--- config.mk ---
export PLATFORM = sky130hd
export DESIGN_NAME = cam_window_crop
export DESIGN_NICKNAME = d
export VERILOG_FILES = /design/src/rtl/cwc_pkg.sv /design/src/rtl/cwc_sync_edges.sv /design/src/rtl/cwc_pos_cnt.sv /design/src/rtl/cwc_win_gate.sv /design/src/rtl/cwc_fsm.sv /design/src/rtl/cam_window_crop.sv
export SDC_FILE = /design/constraint.sdc
export NUM_CORES = 1
export LEC_CHECK = 0
export BUFFER_PORTS_ARGS = -buffer_cell sky130_fd_sc_hd__buf_2
export CAP_MARGIN = 20
export CELL_PAD_IN_SITES_DETAIL_PLACEMENT = 1
export CELL_PAD_IN_SITES_GLOBAL_PLACEMENT = 1
export CORE_MARGIN = 2
export CORE_UTILIZATION = 47
export CTS_CLUSTER_SIZE = 28
export DETAILED_ROUTE_END_ITERATION = 10
export HOLD_SLACK_MARGIN = 0.02
export MAX_ROUTING_LAYER = met4
export PLACE_DENSITY_LB_ADDON = 0.15
export SETUP_SLACK_MARGIN = 0.15
export SLEW_MARGIN = 5
export SYNTH_ARGS = -nofsm -noshare
export SYNTH_HDL_FRONTEND = slang
export SYNTH_HIERARCHICAL = 1
export SYNTH_SLANG_ARGS = --single-unit
--- constraint.sdc ---
create_clock -name clk -period 4.68 [get_ports clk]
set_clock_uncertainty 0.2 [all_clocks]
set_input_delay 1.404 -clock clk [delete_from_list [all_inputs] [get_ports clk]]
set_output_delay 1.404 -clock clk [all_outputs]
set_load 0.03 [all_outputs]
--- src/rtl/cwc_pkg.sv ---
package cwc_pkg;
  typedef enum logic [1:0] {
    ST_IDLE  = 2'd0,
    ST_ARMED = 2'd1,
    ST_CAPT  = 2'd2
  } cwc_state_e;
endpackage

--- src/rtl/cwc_sync_edges.sv ---
module cwc_sync_edges (
  input  logic clk,
  input  logic rst_n,
  input  logic hsync,
  input  logic vsync,
  output logic h_rise,
  output logic v_rise,
  output logic v_fall,
  output logic active
);
  logic h_q, v_q;

  always_ff @(posedge clk or negedge rst_n) begin
    if (!rst_n) begin
      h_q <= 1'b0;
      v_q <= 1'b0;
    end else begin
      h_q <= hsync;
      v_q <= vsync;
    end
  end

  assign h_rise = hsync & ~h_q;
  assign v_rise = vsync & ~v_q;
  assign v_fall = ~vsync & v_q;
  assign active = ~hsync & ~vsync;
endmodule

--- src/rtl/cwc_pos_cnt.sv ---
module cwc_pos_cnt #(
  parameter int CNT_W = 12
) (
  input  logic             clk,
  input  logic             rst_n,
  input  logic             frame_start,
  input  logic             active,
  input  logic             blank,
  input  logic             close_evt,
  output logic [CNT_W-1:0] px,
  output logic [CNT_W-1:0] ln,
  output logic             line_end
);
  // a line only closes when it has carried at least one pixel
  assign line_end = close_evt & (px != '0);

  always_ff @(posedge clk or negedge rst_n) begin
    if (!rst_n) begin
      px <= '0;
    end else if (frame_start || blank) begin
      px <= '0;
    end else if (active) begin
      px <= px + 1'b1;
    end
  end

  always_ff @(posedge clk or negedge rst_n) begin
    if (!rst_n) begin
      ln <= '0;
    end else if (frame_start) begin
      ln <= '0;
    end else if (line_end) begin
      ln <= ln + 1'b1;
    end
  end
endmodule

--- src/rtl/cwc_win_gate.sv ---
module cwc_win_gate #(
  parameter int CNT_W = 12
) (
  input  logic [CNT_W-1:0] px,
  input  logic [CNT_W-1:0] ln,
  input  logic [CNT_W-1:0] hoff,
  input  logic [CNT_W-1:0] hcnt,
  input  logic [CNT_W-1:0] voff,
  input  logic [CNT_W-1:0] vcnt,
  output logic             in_window,
  output logic             on_last_line
);
  localparam int EXT_W = CNT_W + 1;

  // idx lies in [off, off+cnt), computed one bit wider so the end cannot wrap
  function automatic logic span_hit(input logic [CNT_W-1:0] idx,
                                    input logic [CNT_W-1:0] off,
                                    input logic [CNT_W-1:0] cnt);
    logic [EXT_W-1:0] stop;
    stop = {1'b0, off} + {1'b0, cnt};
    return (idx >= off) && ({1'b0, idx} < stop);
  endfunction

  // line idx is the final line of a non-empty span
  function automatic logic span_last(input logic [CNT_W-1:0] idx,
                                     input logic [CNT_W-1:0] off,
                                     input logic [CNT_W-1:0] cnt);
    return (cnt != '0) &&
           (({1'b0, idx} + EXT_W'(1)) == ({1'b0, off} + {1'b0, cnt}));
  endfunction

  assign in_window    = span_hit(px, hoff, hcnt) && span_hit(ln, voff, vcnt);
  assign on_last_line = span_last(ln, voff, vcnt);
endmodule

--- src/rtl/cwc_fsm.sv ---
module cwc_fsm (
  input  logic clk,
  input  logic rst_n,
  input  logic enable,
  input  logic v_fall,
  input  logic v_rise,
  input  logic line_end,
  input  logic on_last_line,
  output logic frame_start,
  output logic capturing,
  output logic done_evt
);
  import cwc_pkg::*;

  cwc_state_e state_q, state_d;
  logic last_close, early_close;

  assign frame_start = enable && (state_q == ST_ARMED) && v_fall;
  assign capturing   = enable && (state_q == ST_CAPT);
  assign last_close  = capturing && line_end && on_last_line;
  assign early_close = capturing && v_rise && !last_close;
  assign done_evt    = last_close || early_close;

  always_comb begin
    state_d = state_q;
    if (!enable) begin
      state_d = ST_IDLE;
    end else begin
      unique case (state_q)
        ST_IDLE:  state_d = ST_ARMED;
        ST_ARMED: if (v_fall) state_d = ST_CAPT;
        ST_CAPT:  if (done_evt) state_d = ST_ARMED;
        default:  state_d = ST_IDLE;
      endcase
    end
  end

  always_ff @(posedge clk or negedge rst_n) begin
    if (!rst_n) state_q <= ST_IDLE;
    else        state_q <= state_d;
  end
endmodule

--- src/rtl/cam_window_crop.sv ---
module cam_window_crop #(
  parameter int DATA_W = 8,
  parameter int CNT_W  = 12
) (
  input  logic              clk,
  input  logic              rst_n,
  input  logic              enable,
  input  logic              irq_en,
  input  logic              hsync,
  input  logic              vsync,
  input  logic [DATA_W-1:0] pix_data,
  input  logic [CNT_W-1:0]  cfg_hoff,
  input  logic [CNT_W-1:0]  cfg_hcnt,
  input  logic [CNT_W-1:0]  cfg_voff,
  input  logic [CNT_W-1:0]  cfg_vcnt,
  output logic              out_valid,
  output logic [DATA_W-1:0] out_data,
  output logic              frame_done,
  output logic              frame_irq
);
  // named internal events, also observed by the bound checker
  logic h_rise, v_rise, v_fall, active;
  logic frame_start, capturing, done_evt;
  logic line_end, in_window, on_last_line, emit;
  logic [CNT_W-1:0] px, ln;
  logic [CNT_W-1:0] win_hoff, win_hcnt, win_voff, win_vcnt;

  cwc_sync_edges edges_i (
    .clk(clk), .rst_n(rst_n), .hsync(hsync), .vsync(vsync),
    .h_rise(h_rise), .v_rise(v_rise), .v_fall(v_fall), .active(active)
  );

  cwc_pos_cnt #(.CNT_W(CNT_W)) pos_i (
    .clk(clk), .rst_n(rst_n), .frame_start(frame_start), .active(active),
    .blank(hsync | vsync), .close_evt(h_rise | v_rise),
    .px(px), .ln(ln), .line_end(line_end)
  );

  cwc_win_gate #(.CNT_W(CNT_W)) gate_i (
    .px(px), .ln(ln), .hoff(win_hoff), .hcnt(win_hcnt),
    .voff(win_voff), .vcnt(win_vcnt),
    .in_window(in_window), .on_last_line(on_last_line)
  );

  cwc_fsm fsm_i (
    .clk(clk), .rst_n(rst_n), .enable(enable), .v_fall(v_fall),
    .v_rise(v_rise), .line_end(line_end), .on_last_line(on_last_line),
    .frame_start(frame_start), .capturing(capturing), .done_evt(done_evt)
  );

  // window settings are frozen for the whole frame
  always_ff @(posedge clk or negedge rst_n) begin
    if (!rst_n) begin
      win_hoff <= '0;
      win_hcnt <= '0;
      win_voff <= '0;
      win_vcnt <= '0;
    end else if (frame_start) begin
      win_hoff <= cfg_hoff;
      win_hcnt <= cfg_hcnt;
      win_voff <= cfg_voff;
      win_vcnt <= cfg_vcnt;
    end
  end

  assign emit = capturing && active && in_window;

  always_ff @(posedge clk or negedge rst_n) begin
    if (!rst_n) begin
      out_valid  <= 1'b0;
      out_data   <= '0;
      frame_done <= 1'b0;
      frame_irq  <= 1'b0;
    end else begin
      out_valid  <= emit;
      if (emit) out_data <= pix_data;
      frame_done <= done_evt;
      frame_irq  <= done_evt && irq_en;
    end
  end
endmodule

; Word-level counts from Yosys, hierarchy flattened
; Index checks and enable logic that the tools add are counted.
[word_totals]
input_bits = 62
regBits = 87
elab_cells = 69
[classes]
n_reduce_logical = 23
bitwise_logic = 11
n_lt_le_gt_ge = 4
eq_ne = 5
n_mux = 8
n_addsub = 5
[ops]
columns = operator, n
row1 = $mux 12, 4
row2 = $add 12x12->13, 2
row3 = $lt 12x13->1, 2
row4 = $add 12x1->12 const B, 2
row5 = $ge 12x12->1, 2
row6 = $reduce_bool 12->1, 2
row7 = $logic_and 1x1->1, 14
row8 = $add 12x1->13 const B, 1
row9 = $eq 13x13->1, 1
row10 = $mux 2, 3
row11 = $pmux 2 s3, 1
row12 = $and 1x1->1, 5
row13 = $not 1->1, 4
row14 = $reduce_bool 2->1, 2
row15 = $ne 3x2->1 const B, 1
row16 = $ne 3x3->1 const B, 1
row17 = $eq 2x1->1 const B, 1
row18 = $eq 2x2->1 const B, 1
row19 = $logic_not 2->1, 1
row20 = $logic_or 1x1->1, 2
row21 = $or 1x1->1, 2
row22 = $reduce_and 2->1, 1
row23 = $logic_not 1->1, 1

; Logic depth before layout (Yosys ltp)
; Gate-level depths: netlist (run 1).
[logic_depth]
depth_word = 12
ltp_mapped = 18

; Hierarchy
; Netlist (run 1), hierarchy kept.
[by_module_without_submodules]
columns = mod, seq_area_each_um2, area_each_um2, cells_per_inst, instances
row1 = cwc_win_gate, 0.0, 2586.2, 331, 1
row2 = cam_window_crop, 1476.4, 2258.4, 125, 1
row3 = cwc_pos_cnt, 600.6, 1258.7, 131, 1
row4 = cwc_fsm, 50.0, 110.1, 12, 1
row5 = cwc_sync_edges, 50.0, 75.1, 6, 1

; Least setup slack after synthesis (run 1)
; OpenSTA, ideal clock, no wires.
[synth_timing]
kind = register to register
from = register win_hoff[0]
to = register out_data[0]
t_arrival_ns = 3.486
synth_period_minus_slack_ns = 3.810
required_ns = 4.355
setup_ns = 0.125
setup_slack_ns = 0.870
path_stages_with_launch = 19
path_cell_list = dfrtp_1 > ha_1 > inv_1 > fa_1 > nor2b_1 > o21a_1 > o21ai_0 > a31oi_1 > a21o_1 > a21oi_1 > xor2_1 > ha_1 > a21o_1 > a21oi_1 > a21o_1 > a21oi_1 > nor4_1 > nand3_2 > mux2_2
[synth_via]
elab_chain_len = 5
[synth_lines]
columns = item, line_no
row1 = "start, declared", cam_window_crop.sv:26  ; logic [CNT_W-1:0] win_hoff, win_hcnt, win_voff, win_vcnt;
row2 = "start signal, assigned", cam_window_crop.sv:59  ; win_hoff <= cfg_hoff;
row3 = $add 12x12->13, cwc_win_gate.sv:20  ; stop = {1'b0, off} + {1'b0, cnt};
row4 = $lt 12x13->1, cwc_win_gate.sv:21  ; return (idx >= off) && ({1'b0, idx} < stop);
row5 = $logic_and 1x1->1 (*), cwc_win_gate.sv:21
row6 = $logic_and 1x1->1 (*), cwc_win_gate.sv:32  ; assign in_window = span_hit(px, hoff, hcnt) && span_hit(ln, voff, vcnt);
row7 = named net in_window, cam_window_crop.sv:24  ; logic line_end, in_window, on_last_line, emit;
row8 = $logic_and 1x1->1 (*), cam_window_crop.sv:66  ; assign emit = capturing && active && in_window;
row9 = "end signal, assigned", cam_window_crop.sv:76  ; if (emit) out_data <= pix_data;
row10 = "end, declared", cam_window_crop.sv:17  ; output logic [DATA_W-1:0] out_data,
; The timed path passes the listed nets; every way through them passes the cells marked *.
; A chain may end at the register's enable or synchronous reset.

; Worst setup path after layout (run 1)
[layout_timing]
from = register win_hoff[0]
to = register out_data[3]
; Same word-level chain as after synthesis.

==> summary.md, run 1 <==
| Metric | Value |
|---|---|
| Outcome | `finished, final reports clean` |
| Clock sink total | `87` |
| Power Density | `476.1 nW/µm²` |
| Antenna Cells | `0` |
| Worst relative slew slack | `67.60%` |
| Crit Path Max Fanout | `9` |
| Period utilization | `89.49%` |
| Clock Latency Late Sink | `0.35 ns` |
| Die width | `119.7 µm` |
| Largest net degree at the start of global routing | `88` |
| Final setup TNS | `0 ns` |
| Area added between synthesis and finish | `14.01%` |
| Rows | `42` |
| TritonCTS Buffers | `9` |
| Hold Crit Class | `reg -> reg` |
| Via-per-instance ratio | `5.667` |
| Min cycle time layout | `4.188 ns` |
| CP Data Required Time | `4.71 ns` |
| Synth Area in XOR/XNOR | `7.481%` |
| Reg-to-reg slack, setup | `0.49 ns` |
| Placer Congestion | `0.8385` |
| Non-Filler Instances | `863` |
| Leak Pwr | `3.478 nW` |
| Initial core utilization | `47.87%` |
| Post-Syn Nets | `744` |
| Max clock buf depth | `2` |
| Critical path data arrival time | `4.22 ns` |
| First-pass GRT wire length | `25.87 mm` |
| Post-synthesis mux area share | `11.54%` |
| NumNets Final | `821` |
| Startpoint types | `register` |
| Crit. End Element | `register` |
| H-tree levels | `3` |
| Combinational family with the most area after synthesis | `adder cells` |
| Gr ovfl total | `0` |
| Register area share after synthesis | `34.62%` |
| Die area | `14,320 µm²` |
| Final setup violation count | `0` |
| Post-synth EDFFs | `0` |
| Critical path class | `reg -> reg` |
| Share of layout cells above drive strength 1 | `24.75%` |
| Ranking of synthesized cells by area | `dfrtp_1 (35%), ha_1 (15%), mux2_2 (6.4%), mux2_4 (4.8%), xnor2_1 (4.3%)` |
| Adder-cell share of the synthesized area | `15.56%` |
| Area of the multi-input gates | `3866 µm²` |
| DRC viols | `0` |
| IO Pins | `73` |
| Syn Area/Cell | `10.39 µm²` |
| Post-Route WL | `15.29 mm` |
| Initial DRC count | `262` |
| Synth Instances | `605` |
| Worst-Margin Slew | `0.4815 ns` |
| Dpl hpwl | `11.37 mm` |
| PortBufs | `72` |
| Leading area contributor after synthesis | `dfrtp_1` |
| TritonCTS clock tree | `built` |
| Post-synth cell types | `63` |
| Yosys top cell area share | `34.62%` |
| Gr usage total | `23.17%` |
| Final hold vios | `0` |
| Post-synthesis simple-gate area fraction | `13.95%` |
| Fmax | `238.8 MHz` |
| Clk root buf | `clkbuf_16` |
| Yosys warning count | `6` |
| Peak supply drop | `221.5 µV` |
| Routed Antenna Nets | `0` |
| RSZ-0062 raised after global routing | `no` |
| Sequential cell area | `2177 µm²` |
| Pre-antenna DRT Iters | `4` |
| Initial antenna violation count | `0` |
| Routed len/inst | `17.72 µm` |
| Max cap viols | `0` |
| Core area | `13,140 µm²` |
| Placed cell count | `845` |
| Vias in the first global route | `5,336` |
| FILL cells | `1,495` |
| Fin. max-slew vios | `0` |
| Synthesized area | `6289 µm²` |
| FF+latch count, synth | `87` |
| Dominant synthesized flop cell | `dfrtp_1` |
| Die Y | `119.7 µm` |
| Asr flop ratio synth | `100.0%` |
| CTS clock-pin slew for the worst setup and hold paths | `0.07 ns` |
| Complex-gate fraction of the synthesized area | `12.83%` |
| Vias | `4,891` |
[metrics by stage]
stage	util, %	hold WS, ns	setup WS (ns)	cell area [µm²]	power [W]
after floorplan	-	0.2786	0.8696	6289	0.002261
after global placement	51.94	0.2864	0.5508	6824	0.002559
after detailed placement	51.94	0.2966	0.3766	6824	0.002650
after CTS	54.26	0.3125	0.3352	7128	0.003444
after global routing	54.57	0.3346	0.1986	7169	0.003710
final	54.57	0.3082	0.4919	7169	0.003414
[cell families (layout without fill, tap and decap cells)]
kind of cell               after synthesis  in the layout
DFF                                     87             87
adders and majority gates               77             77
muxes                                   58             58
and+or+nand+nor                        156            156
AOI/OAI and AO/OA                      119            119
buffers and inverters                   56            138
xor gates and xnor gates                52             52
[timing repair]
item	in CTS	in global routing
hold buffers	0	0
setup buffers	0	1
gates resized for setup	0	1
endpoints found under the hold margin	0	0
endpoints found under the setup margin	0	8
[area by class of cell]
cell class	instances	area share, %
Clock buffer	9	3.141
Multi-Input combinational cell	462	53.93
Inverter	45	2.356
Sequential cell	87	30.37
Timing Repair Buffer	77	6.038
Clock inverter	7	1.099
Tap cell	176	3.072
[Yosys cell counts (all sizes together), types with 4 or more instances]
cell type  number
xnor2          31
o21a           11
o21ai          27
and3            7
and4            4
or2             4
inv            45
a221oi          6
nor4           10
a21oi          24
or4             4
nand2b          6
nor2b           7
ha             75
nor2           31
or3             5
o31ai           5
nand2          24
nand3          18
a211oi          5
nand4          10
xor2           20
buf             8
mux2           56
a21o           17
dfrtp          87
nor3           16
[worst max-delay path: stages, from the launching register on]
cell and delay (ns):
dfrtp_1 0.39, ha_1 0.20, inv_1 0.06, fa_1 0.39
nor2b_1 0.13, o21a_1 0.16, o21ai_0 0.12, a31oi_2 0.26
a21o_1 0.15, a21oi_1 0.07, xor2_1 0.15, ha_1 0.32
a21o_1 0.19, a21oi_1 0.15, a21o_1 0.13, a21oi_1 0.06
nor4_1 0.34, nand3_2 0.10, buf_4 0.20, mux2_2 0.28
[per-layer routing]
layer	wire [µm]	global-route usage, %	vias to the layer above
li1	-	-	2360
met1	6386	26.37	2463
met2	8342	41.32	52
met3	328	3.850	16
met4	235	7.941	0
met5	0	-	-
[cells in the final DEF (no fill, tap or decap), drive strengths merged, types with 6 or more instances in the layout]
| master | n |
|---|---|
| nand2b | 6 |
| o21a | 11 |
| o21ai | 27 |
| a21oi | 24 |
| nand3 | 18 |
| nand2 | 24 |
| and3 | 7 |
| nor2b | 7 |
| mux2 | 56 |
| nor4 | 10 |
| ha | 75 |
| nand4 | 10 |
| nor2 | 31 |
| xor2 | 20 |
| nor3 | 16 |
| clkbuf | 9 |
| inv | 48 |
| a21o | 17 |
| xnor2 | 31 |
| buf | 77 |
| dfrtp | 87 |
| a221oi | 6 |
[power by group]
part,internal [W],switching (W)
registers,0.000880,0.000146
logic,0.000793,0.000845
clock network,0.000420,0.000331
total,0.00209,0.00132
[final timing paths]
path                        startpoint            to  cells after the start
max                        win_hoff[0]   out_data[3]                     19
max in group asynchronous        rst_n  win_hoff[10]                      2
max reg2reg                win_hoff[0]   out_data[3]                     19
min                        out_data[6]   out_data[6]                      1
min reg2reg                out_data[6]   out_data[6]                      1
min in group asynchronous        rst_n    frame_done                      1
[state kept, by name, indices dropped and copies added, names as in the netlist, 2 cells and up]
name,cells
pos_i/ln,12
fsm_i/state_q,2
win_voff,12
win_hoff,12
pos_i/px,12
out_data,8
win_hcnt,12
win_vcnt,12
(Power assumes the default switching activity.)
==> run 2, diff against run 1 <==
--- a/config.mk
+++ b/config.mk
@@ -12,3 +12,3 @@
 export CORE_MARGIN = 2
-export CORE_UTILIZATION = 47
+export CORE_UTILIZATION = 42
 export CTS_CLUSTER_SIZE = 28
==> constraint.sdc (replaced) <==
create_clock -name clk -period 3.65 [get_ports clk]
set_clock_uncertainty 0.2 [all_clocks]
set_input_delay 0 -clock clk [delete_from_list [all_inputs] [get_ports clk]]
set_output_delay 0 -clock clk [all_outputs]
set_load 0.03 [all_outputs]
==> run 2 against run 1 <==
Net effect:
- worst setup slack lost 0.81 ns
- sequential power grew 25%
- critical path type unchanged
- combinational power grew 70%
- power grew 49%
- critical endpoint is now out_data[0]
- cell area grew 18%
- the flow now finishes with violations (setup timing)
- maximum frequency grew 5.4%
- count of clock-buffer cells in the layout grew 3
- critical path depth is the same
- flip-flop and latch count is the same
==> summary.md, run 2 (synthesis results as in run 1) <==
| Metric | Value |
|---|---|
| Pwr Total | `0.005082 W (+49%)` |
| Clk root buf | `clkbuf_16` |
| Die Y | `126.4 µm (+5.6%)` |
| Share of layout cells above drive strength 1 | `31.91% (+7.2 points)` |
| TritonCTS clock tree | `built` |
| H-tree levels | `3 (unchanged)` |
| Failing checks | `setup timing` |
| Fin worst setup slack | `-0.3219 ns (-0.8138 ns)` |
| Rows | `44 (+4.8%)` |
| Initial core utilization | `43.10% (-4.8 points)` |
| CP Data Required Time | `3.69 ns (-1.02 ns)` |
| NumNets Final | `952 (+16%)` |
| Largest net degree at the start of global routing | `88 (unchanged)` |
| DRC viols | `0 (unchanged)` |
| Area added between synthesis and finish | `34.66%` |
| Worst relative slew slack | `43.11% (-24 points)` |
| Final setup TNS | `-2.544 ns (-2.544 ns)` |
| RSZ-0062 raised after global routing | `yes` |
| CP peak stage delay | `0.36 ns (-0.03 ns)` |
| Via-per-instance ratio | `5.429 (-4.2%)` |
| Outcome | `complete, but fails checks` |
| Hold Crit Class | `in -> reg` |
| Min cycle time layout | `3.972 ns (-0.2162 ns)` |
| Gr ovfl total | `0 (unchanged)` |
| Clock Latency Late Sink | `0.35 ns (about the same)` |
| Vias | `5,440 (+11%)` |
| Most common cell after layout, fill and taps aside | `dfrtp_1` |
| Fin util | `58.04% (+3.5 points)` |
| Antenna Cells | `0 (unchanged)` |
| Crit. End Element | `register` |
| Buf/Inv on CP | `2 (unchanged)` |
| Worst setup slack after placement | `-0.3603 ns (-0.7370 ns)` |
| Fmax | `251.8 MHz (+5.4%)` |
| Leak Pwr | `4.127 nW (+19%)` |
| Non-Filler Instances | `1,002 (+16%)` |
| Routed Antenna Nets | `0 (unchanged)` |
| Peak supply drop | `284.4 µV (+28%)` |
| Power Density | `600.1 nW/µm² (+26%)` |
| Crit Path Max Fanout | `5 (-4)` |
| CTS clock-pin slew for the worst setup and hold paths | `0.07 ns (about the same)` |
| Die area | `15,970 µm² (+11%)` |
| Startpoint types | `register` |
| Critical path class | `reg -> reg` |
| Final setup violation count | `9 (+9)` |
| Vias in the first global route | `6,024 (+13%)` |
| Core area | `14,590 µm² (+11%)` |
| Critical path data arrival time | `4.01 ns (-0.21 ns)` |
| PortBufs | `72 (unchanged)` |
| Worst-Margin Slew | `0.8533 ns (+0.3718 ns)` |
| Slowest CP cell | `dfrtp_1` |
| IO Pins | `73 (unchanged)` |
| Routed len/inst | `17.76 µm (+0.21%)` |
| Most frequent cells in the layout | `dfrtp_1 (87), ha_1 (73), buf_2 (71), buf_4 (70), dlygate4sd3_1 (62)` |
| TritonCTS Buffers | `9 (unchanged)` |
| Period utilization | `108.8% (+19 points)` |
| First-pass GRT wire length | `29.66 mm (+15%)` |
| Dpl hpwl | `12.40 mm (+9.0%)` |
| Pre-antenna DRT Iters | `4 (unchanged)` |
| Max cap viols | `0 (unchanged)` |
| Post-Route WL | `17.79 mm (+16%)` |
| Final hold vios | `0 (unchanged)` |
| Initial antenna violation count | `0 (unchanged)` |
| Placed cell count | `917 (+8.5%)` |
| Clock sink total | `87 (unchanged)` |
| Max clock buf depth | `2 (unchanged)` |
| Die width | `126.4 µm (+5.6%)` |
| Initial DRC count | `175 (-33%)` |
| Cell Chain, Critical Path | `ha_2 > inv_2 > fa_2 > nor2b_1 > o21a_1 > o21ai_1 > a31oi_1 > a21o_1 > a21oi_2 > xor2_1 > ha_1 > a21o_1 > a21oi_2 > a21o_1 > a21oi_2 > nor4_2 > nand3_2 > buf_6 > mux2_4` |
| Placer Congestion | `0.8336 (-0.58%)` |
| Fin. max-slew vios | `0 (unchanged)` |
| Crit-path leading delay family | `compound AO/OA/AOI/OAI gates` |
| Gr usage total | `23.71% (+0.54 points)` |
run 2: cell types whose count changed in the layout (fill, tap and decap cells not counted), sizes merged:
| cell | before | now |
|---|---|---|
| clkinv | 0 | 3 |
| inv | 48 | 45 |
| dlygate4sd3 | 0 | 62 |
| buf | 77 | 146 |
| clkinvlp | 3 | 0 |
| clkbuf | 9 | 12 |
run 2: worst paths after layout:
| check | startpoint | to | slack (ns) | cells after the start |
|---|---|---|---|---|
| setup / recovery | win_hoff[0] | out_data[0] | -0.32 | 19 |
| hold / removal | hsync | edges_i/h_q | 0.13 | 2 |
| setup reg to reg | win_hoff[0] | out_data[0] | -0.32 | 19 |
| hold reg to reg | out_data[5] | out_data[5] | 0.30 | 1 |
| max in group asynchronous | rst_n | win_hoff[5] | 2.18 | 4 |
| min in group asynchronous | rst_n | frame_done | 0.43 | 3 |
run 2: area by class of cell:
class | count | area (µm²)
clock buffers | 12 | 266.5
clock inverters | 4 | 52.55
fillers | 1607 | 6121
inverters | 45 | 168.9
multi-input cells | 462 | 3990
flip-flops and latches | 87 | 2177
well taps | 184 | 230.2
repair buffers | 208 | 1583
run 2: routing by layer:
metal | up-vias | global-route usage (%) | share of wire (%)
met5 | - | - | 0
met3 | 23 | 3.543 | 1.8
met4 | 0 | 6.981 | 2.0
li1 | 2624 | - | -
met1 | 2728 | 26.72 | 41
met2 | 65 | 43.38 | 55
run 2: repair_timing:
item / in CTS / in global routing
hold buffers: 61 / 1
buffers inserted: 1 / 4
hold endpoints to repair: 158 / 23
endpoints found under the setup margin: 13 / 12
pin swaps: 15 / 23
cloned: 1 / 0
gates resized for setup: 12 / 20
run 2: where the power goes:
part,internal (W),switching (W)
clock,0.000589,0.000414
sequential,0.00113,0.000165
combinational,0.00146,0.00133
total,0.00318,0.00190
run 2: metrics by stage:
| step | cell area [µm²] | hold WS (ns) |
|---|---|---|
| floorplan | 6295 | -0.4956 |
| global placement | 7321 | -0.05798 |
| detailed placement | 7321 | -0.05305 |
| CTS | 8299 | 0.1167 |
| global route | 8468 | 0.1410 |
| finish | 8468 | 0.1281 |
